[config.mk]
export PLATFORM = sky130hd
export DESIGN_NAME = kwdt_top
export DESIGN_NICKNAME = d
export VERILOG_FILES = /design/src/rtl/kwdt_pkg.sv /design/src/rtl/kwdt_unlock.sv /design/src/rtl/kwdt_regs.sv /design/src/rtl/kwdt_counter.sv /design/src/rtl/kwdt_top.sv
export SDC_FILE = /design/constraint.sdc
export NUM_CORES = 1
export LEC_CHECK = 0
export BUFFER_PORTS_ARGS = -buffer_cell sky130_fd_sc_hd__buf_4
export CAP_MARGIN = 10
export CORE_ASPECT_RATIO = 0.9
export CORE_MARGIN = 5
export CORE_UTILIZATION = 36
export CTS_CLUSTER_SIZE = 12
export DETAILED_ROUTE_END_ITERATION = 10
export PLACE_DENSITY_LB_ADDON = 0.08
export SLEW_MARGIN = 20
export SYNTH_ARGS = -nofsm -noshare
export SYNTH_HDL_FRONTEND = slang
export SYNTH_SLANG_ARGS = --single-unit
export TNS_END_PERCENT = 20
[constraint.sdc]
create_clock -name clk -period 4.07 [get_ports clk]
set_clock_uncertainty 0.15 [all_clocks]
set_input_delay 0.407 -clock clk [delete_from_list [all_inputs] [get_ports clk]]
set_output_delay 0.407 -clock clk [all_outputs]
set_load 0.03 [all_outputs]
[src/rtl/kwdt_pkg.sv]
package kwdt_pkg;

  localparam int ADDR_W = 3;

  typedef enum logic [1:0] {
    LK_CLOSED = 2'd0,
    LK_HALF   = 2'd1,
    LK_OPEN   = 2'd2
  } lock_e;

  localparam logic [ADDR_W-1:0] A_KEY1    = 3'd0;
  localparam logic [ADDR_W-1:0] A_KEY2    = 3'd1;
  localparam logic [ADDR_W-1:0] A_STATUS  = 3'd2;
  localparam logic [ADDR_W-1:0] A_MATCH   = 3'd3;
  localparam logic [ADDR_W-1:0] A_ENABLE  = 3'd4;
  localparam logic [ADDR_W-1:0] A_RESTART = 3'd5;
  localparam logic [ADDR_W-1:0] A_COUNT   = 3'd6;

  localparam logic [15:0] KEY_FIRST  = 16'hBABA;
  localparam logic [15:0] KEY_SECOND = 16'hEB10;

  function automatic logic is_guarded(input logic [ADDR_W-1:0] a);
    return (a == A_STATUS) || (a == A_MATCH) || (a == A_ENABLE) || (a == A_RESTART);
  endfunction

  // Next state of the unlock gate for one write.
  function automatic lock_e lock_next(input lock_e cur, input logic wr_k1, input logic wr_k2,
                                      input logic key_ok, input logic wr_guard);
    lock_e nxt;
    nxt = cur;
    if (wr_k1)         nxt = key_ok ? LK_HALF : LK_CLOSED;
    else if (wr_k2)    nxt = (key_ok && cur == LK_HALF) ? LK_OPEN : LK_CLOSED;
    else if (wr_guard) nxt = LK_CLOSED;
    return nxt;
  endfunction

endpackage

[src/rtl/kwdt_unlock.sv]
module kwdt_unlock
  import kwdt_pkg::*;
#(
  parameter int DATA_W = 16
) (
  input  logic              clk,
  input  logic              rst_n,
  input  logic              wr_en,
  input  logic [ADDR_W-1:0] wr_addr,
  input  logic [DATA_W-1:0] wr_data,
  output logic              guard_we,
  output logic              unlocked
);

  lock_e state_q;
  logic  wr_k1, wr_k2, wr_guard, key_ok;

  assign wr_k1    = wr_en && (wr_addr == A_KEY1);
  assign wr_k2    = wr_en && (wr_addr == A_KEY2);
  assign wr_guard = wr_en && is_guarded(wr_addr);
  assign key_ok   = wr_k1 ? (wr_data == DATA_W'(KEY_FIRST)) : (wr_data == DATA_W'(KEY_SECOND));
  assign unlocked = (state_q == LK_OPEN);
  assign guard_we = wr_guard && unlocked;

  always_ff @(posedge clk or negedge rst_n) begin
    if (!rst_n) state_q <= LK_CLOSED;
    else        state_q <= lock_next(state_q, wr_k1, wr_k2, key_ok, wr_guard);
  end

  AST_SINGLE_USE: assert property (@(posedge clk) disable iff (!rst_n)
    guard_we |=> !unlocked);
  AST_KEY2_ORDER: assert property (@(posedge clk) disable iff (!rst_n)
    (wr_k2 && state_q != LK_HALF) |=> !unlocked);
  AST_KEY1_WRONG: assert property (@(posedge clk) disable iff (!rst_n)
    (wr_k1 && wr_data != DATA_W'(KEY_FIRST)) |=> (state_q == LK_CLOSED));

endmodule

[src/rtl/kwdt_regs.sv]
module kwdt_regs
  import kwdt_pkg::*;
#(
  parameter int DATA_W = 16,
  parameter int CNT_W  = 16
) (
  input  logic              clk,
  input  logic              rst_n,
  input  logic              guard_we,
  input  logic [ADDR_W-1:0] wr_addr,
  input  logic [DATA_W-1:0] wr_data,
  input  logic              hit,
  output logic              event_q,
  output logic [CNT_W-1:0]  match_q,
  output logic [1:0]        en_q,
  output logic              restart
);

  logic clear_req;

  assign clear_req = guard_we && (wr_addr == A_STATUS) && (wr_data == '0);
  assign restart   = guard_we && (wr_addr == A_RESTART);

  always_ff @(posedge clk or negedge rst_n) begin
    if (!rst_n) begin
      event_q <= 1'b0;
      match_q <= '1;
      en_q    <= 2'b00;
    end else begin
      if (hit)            event_q <= 1'b1;
      else if (clear_req) event_q <= 1'b0;
      if (guard_we && wr_addr == A_MATCH)  match_q <= wr_data[CNT_W-1:0];
      if (guard_we && wr_addr == A_ENABLE) en_q    <= wr_data[1:0];
    end
  end

  AST_HIT_SETS_EVENT: assert property (@(posedge clk) disable iff (!rst_n)
    hit |=> event_q);
  AST_CLEAR_WORKS: assert property (@(posedge clk) disable iff (!rst_n)
    (clear_req && !hit) |=> !event_q);
  AST_EVENT_STICKY: assert property (@(posedge clk) disable iff (!rst_n)
    (event_q && !guard_we) |=> event_q);

endmodule

[src/rtl/kwdt_counter.sv]
module kwdt_counter #(
  parameter int CNT_W   = 16,
  parameter int RST_CYC = 16
) (
  input  logic             clk,
  input  logic             rst_n,
  input  logic             run,
  input  logic             rst_en,
  input  logic [CNT_W-1:0] match,
  input  logic             restart,
  output logic [CNT_W-1:0] cnt_q,
  output logic             hit,
  output logic             rst_req
);

  localparam int PW = $clog2(RST_CYC + 1);
  localparam logic [PW-1:0] PULSE_LOAD = PW'(RST_CYC);

  logic [PW-1:0] pulse_q;

  function automatic logic [CNT_W-1:0] count_next(input logic [CNT_W-1:0] c, input logic go,
                                                  input logic zero);
    if (zero)    return '0;
    else if (go) return c + 1'b1;
    else         return c;
  endfunction

  assign hit     = run && (cnt_q == match);
  assign rst_req = (pulse_q != '0);

  always_ff @(posedge clk or negedge rst_n) begin
    if (!rst_n) begin
      cnt_q   <= '0;
      pulse_q <= '0;
    end else begin
      cnt_q <= count_next(cnt_q, run, hit || restart);
      if (hit && rst_en)     pulse_q <= PULSE_LOAD;
      else if (pulse_q != 0) pulse_q <= pulse_q - 1'b1;
    end
  end

  // Checker-side run length of the reset request.
  logic [15:0] high_len;
  always_ff @(posedge clk or negedge rst_n) begin
    if (!rst_n)                high_len <= '0;
    else if (!rst_req)         high_len <= '0;
    else if (high_len != '1)   high_len <= high_len + 1'b1;
  end

  AST_HOLD_WHEN_OFF: assert property (@(posedge clk) disable iff (!rst_n)
    (!run && !restart) |=> $stable(cnt_q));
  AST_STEP_ONE: assert property (@(posedge clk) disable iff (!rst_n)
    (run && !restart && !hit) |=> (cnt_q == CNT_W'($past(cnt_q) + 1'b1)));
  AST_PULSE_WIDTH: assert property (@(posedge clk) disable iff (!rst_n)
    $fell(rst_req) |-> (high_len >= 16'(RST_CYC)));
  AST_NO_PULSE_OFF: assert property (@(posedge clk) disable iff (!rst_n)
    (!rst_req && !(hit && rst_en)) |=> !rst_req);

endmodule

[src/rtl/kwdt_top.sv]
module kwdt_top
  import kwdt_pkg::*;
#(
  parameter int DATA_W  = 16,
  parameter int CNT_W   = 16,
  parameter int RST_CYC = 16
) (
  input  logic              clk,
  input  logic              rst_n,
  input  logic              wr_en,
  input  logic [ADDR_W-1:0] wr_addr,
  input  logic [DATA_W-1:0] wr_data,
  input  logic [ADDR_W-1:0] rd_addr,
  output logic [DATA_W-1:0] rd_data,
  output logic              irq,
  output logic              rst_req
);

  logic             guard_we, unlocked, hit, event_q, restart;
  logic [CNT_W-1:0] match_q, cnt_q;
  logic [1:0]       en_q;

  kwdt_unlock #(.DATA_W(DATA_W)) u_unlock (
    .clk(clk), .rst_n(rst_n), .wr_en(wr_en), .wr_addr(wr_addr), .wr_data(wr_data),
    .guard_we(guard_we), .unlocked(unlocked)
  );

  kwdt_regs #(.DATA_W(DATA_W), .CNT_W(CNT_W)) u_regs (
    .clk(clk), .rst_n(rst_n), .guard_we(guard_we), .wr_addr(wr_addr), .wr_data(wr_data),
    .hit(hit), .event_q(event_q), .match_q(match_q), .en_q(en_q), .restart(restart)
  );

  kwdt_counter #(.CNT_W(CNT_W), .RST_CYC(RST_CYC)) u_counter (
    .clk(clk), .rst_n(rst_n), .run(en_q[0]), .rst_en(en_q[1]), .match(match_q),
    .restart(restart), .cnt_q(cnt_q), .hit(hit), .rst_req(rst_req)
  );

  assign irq = event_q && en_q[0];

  always_comb begin
    case (rd_addr)
      A_STATUS: rd_data = DATA_W'(event_q);
      A_MATCH:  rd_data = DATA_W'(match_q);
      A_ENABLE: rd_data = DATA_W'(en_q);
      A_COUNT:  rd_data = DATA_W'(cnt_q);
      default:  rd_data = '0;
    endcase
  end

  AST_LOCKED_IGNORED: assert property (@(posedge clk) disable iff (!rst_n)
    (wr_en && is_guarded(wr_addr) && !unlocked) |=> ($stable(match_q) && $stable(en_q)));
  AST_NO_IRQ_STOPPED: assert property (@(posedge clk) disable iff (!rst_n)
    !en_q[0] |-> !irq);

endmodule

==> metrics.txt <==
outcome=finished clean; Detailed Place HPWL=4820 um; pre-CTS setup slack=1.97 ns; mean post-synth cell area=slightly below 10 um^2; CP required=3.51 ns; ANT cells=0; Post CTS Setup Buffer Count=0; warning count from the yosys run=0; final count of pins violating max slew=0; Slew @ Worst Pin=0.718 ns; #FFs+latches synth=42; max cap viols=0; routed len/inst=roughly 17 um; Die Y=88.8 um; vias per cell=roughly 5.3; Worst Setup End Kind=output pin; via count=2003; Syn Nets=279; CTS root buf=clkbuf_8; worst-path fanout max=5; Num CTS Buffers=5; num rows=28; PostCTS Resize Cnt=0; Final Non-Filler Cells=~380; Pre-Repair DR Iteration Count=4; min Tclk post-route=2.14 ns; DIE WIDTH=97.6 um; layout cells sized above 1=between 20% and 30%; cell count after placement=370; Final Hold Viols=0; clk buf depth=2; # setup viols final=0; critical path type=flop to output pin; sequential-to-total area share from yosys stat=43.1%; CTS tree=yes; Slew HR=a little over half; type of origin of the critical path=flop; Reg2Reg Launch Point=u_regs.match_q[8]; initial DRC count=160; fillers=689; Top-Level Pins=43; GR Util met1=around a quarter; Internal Power=575 uW; Switch Pwr=between 150 and 200 uW; vias in the first global route=2059; largest net degree at the start of global routing=43; area grow syn2layout=18.6%; Max Clock Freq=468 MHz; Final Power=764 uW; Die ar.=8660 um^2; synthesized area=2480 um^2; final worst setup slack=1.93 ns; combinational share of power=between 10% and 20%; # hold bufs at CTS=1; DRC=0; cells after synthesis=251; Routed WL=roughly 6600 um; Clock Power Share=34.1%; global-route wire length before repair=between 10000 and 15000 um; Initial Util=a little under two fifths; antenna violations before repair=0; worst setup path startpoint=u_counter.pulse_q[0]; hold_ws=between 0.2 and 0.25 ns; gr usage total=16.2%; Static Leakage=0.00125 uW; Netlist cell types=35; core box area=around 6700 um^2; grt ovf=0; setup TNS after final layout=0 ns; DRT antenna net count=0; gr busiest metal=met2; grt met2 use=24.6%; Tcrit/Tclk final=a little over half; Layout Nets=roughly 320; Worst-path clk slew=0.08 ns; CTS sink count=42; hold crit path type=primary input to flop; met3 Use GR=3.15%; switch share=between 20% and 30%; critical path arrival=1.58 ns; Clk Latency, worst-skew pair=0.30 ns; final weighted congestion in routability-driven placement=0.793; worst hold start=wr_addr[0]; depth of the CTS H-tree=2; maximum VDD drop=0.000143 V; RSZ-0062 raised after global routing=no; Port Buf Inserts=42; Sequential Power Share=54.7%; pwr dens=between 200 and 300 nW/um^2
==> critical path, stage by stage (launching register included) <==
cell and delay, ns:
dfrtp_1 0.38, inv_1 0.11, ha_1 0.17, nor2b_1 0.15, and2_1 0.25, inv_1 0.06, buf_4 0.17
==> stage by stage <==
stage	cell area [um^2]	util [%]
2_1_floorplan	2480	-
3_3_place_gp	2860	42.9
3_5_place_dp	2860	42.9
4_1_cts	2950	44.3
5_1_grt	2950	44.3
6_report	2950	44.3
==> worst paths after layout <==
| kind | end | slack [ns] | depth (start not counted) |
|---|---|---|---|
| max | rst_req | 1.93 | 6 |
| min | u_unlock.state_q[0] | 0.21 | 2 |
| max reg2reg | u_counter.cnt_q[15] | 1.98 | 5 |
| min reg2reg | u_unlock.state_q[1] | 0.34 | 1 |
| max in group asynchronous | u_regs.match_q[4] | 2.89 | 2 |
| min in group asynchronous | u_counter.cnt_q[12] | 0.49 | 2 |
==> cell usage after synthesis (all sizes together) <==
cell    instances  area share (%)
or4             1            0.30
dfstp          16              17
buf             7             1.5
nor3           25             5.0
ha              3             1.5
o211ai          1            0.30
nand2          13             2.0
a22o            3             1.1
nor2           12             1.8
inv             4            0.60
and2            4             1.0
mux2i           2            0.81
o31ai           2            0.81
and3            2            0.50
a21o            1            0.30
o21ai           1            0.20
nand4          13             3.5
a211o           1            0.35
xnor2          27             9.5
clkbuf          8             1.3
nor4            6             1.5
dfrtp          26              26
a21oi           2            0.40
or4b            1            0.40
or3             1            0.25
a22oi          14             4.2
nand3          10             2.0
xor2            6             2.1
mux2           18             8.2
nor2b          20             5.0
and2b           1            0.30
==> state kept, by name, indices dropped and copies added (netlist names) <==
signal,cells
u_counter.cnt_q,16
u_regs.match_q,16
u_counter.pulse_q,5
u_regs.en_q,2
u_unlock.state_q,2
u_regs.event_q,1
==> cell families (layout without fill, tap and decap cells) <==
kind of cell | after synthesis | after routing | synth area share [%]
AND/OR/NAND/NOR | 109 | 109 | 23.7
flip-flops | 42 | 42 | 43.1
XOR/XNOR | 33 | 33 | 11.6
AO/OA/AOI/OAI | 25 | 25 | 7.66
multiplexers | 20 | 20 | 8.97
buffers and inverters | 19 | 57 | 3.43
adder cells (fa/ha/maj) | 3 | 3 | 1.51
==> placed cells by master (no fill, tap or decap), types with 2 or more instances in the layout <==
cell       n
mux2_2    18
nor3_1    25
nor4_1     6
dfstp_2   16
a22oi_1   14
mux2i_1    2
clkbuf_1   3
nor2_1    12
xor2_1     6
nand3_1   10
a22o_1     3
nand4_1   12
nand2_1   13
buf_4     44
inv_1      4
dfrtp_1   26
a21oi_1    2
and3_1     2
nor2b_1   20
ha_1       3
xnor2_1   27
and2_1     4
clkbuf_8   5
==> area by class of cell <==
type / count / area [um^2] / area share, %
multi-input cells: 190 / 1330 / 45.1
flip-flops and latches: 42 / 1070 / 36.3
repair buffers: 45 / 340 / 11.5
well taps: 90 / 113 / 3.82
clock buffers: 8 / 80.1 / 2.72
inverters: 4 / 15.0 / 0.510
==> layer usage <==
layer  part of all wire [%]  vias up
met3                    4.7        5
met2                     44       53
met4                   0.86        0
li1                       -      966
met1                     50      979
met5                      0        -
==> power by group through the flow <==
stage	clock network, uW	registers (uW)	logic [uW]
2_1_floorplan	0	425	33.1
3_3_place_gp	0	425	86.4
3_5_place_dp	0	425	86.5
4_1_cts	275	418	87.4
5_1_grt	295	418	94.6
6_report	261	418	85.4
No activity file was read; power rests on OpenSTA's default activity.
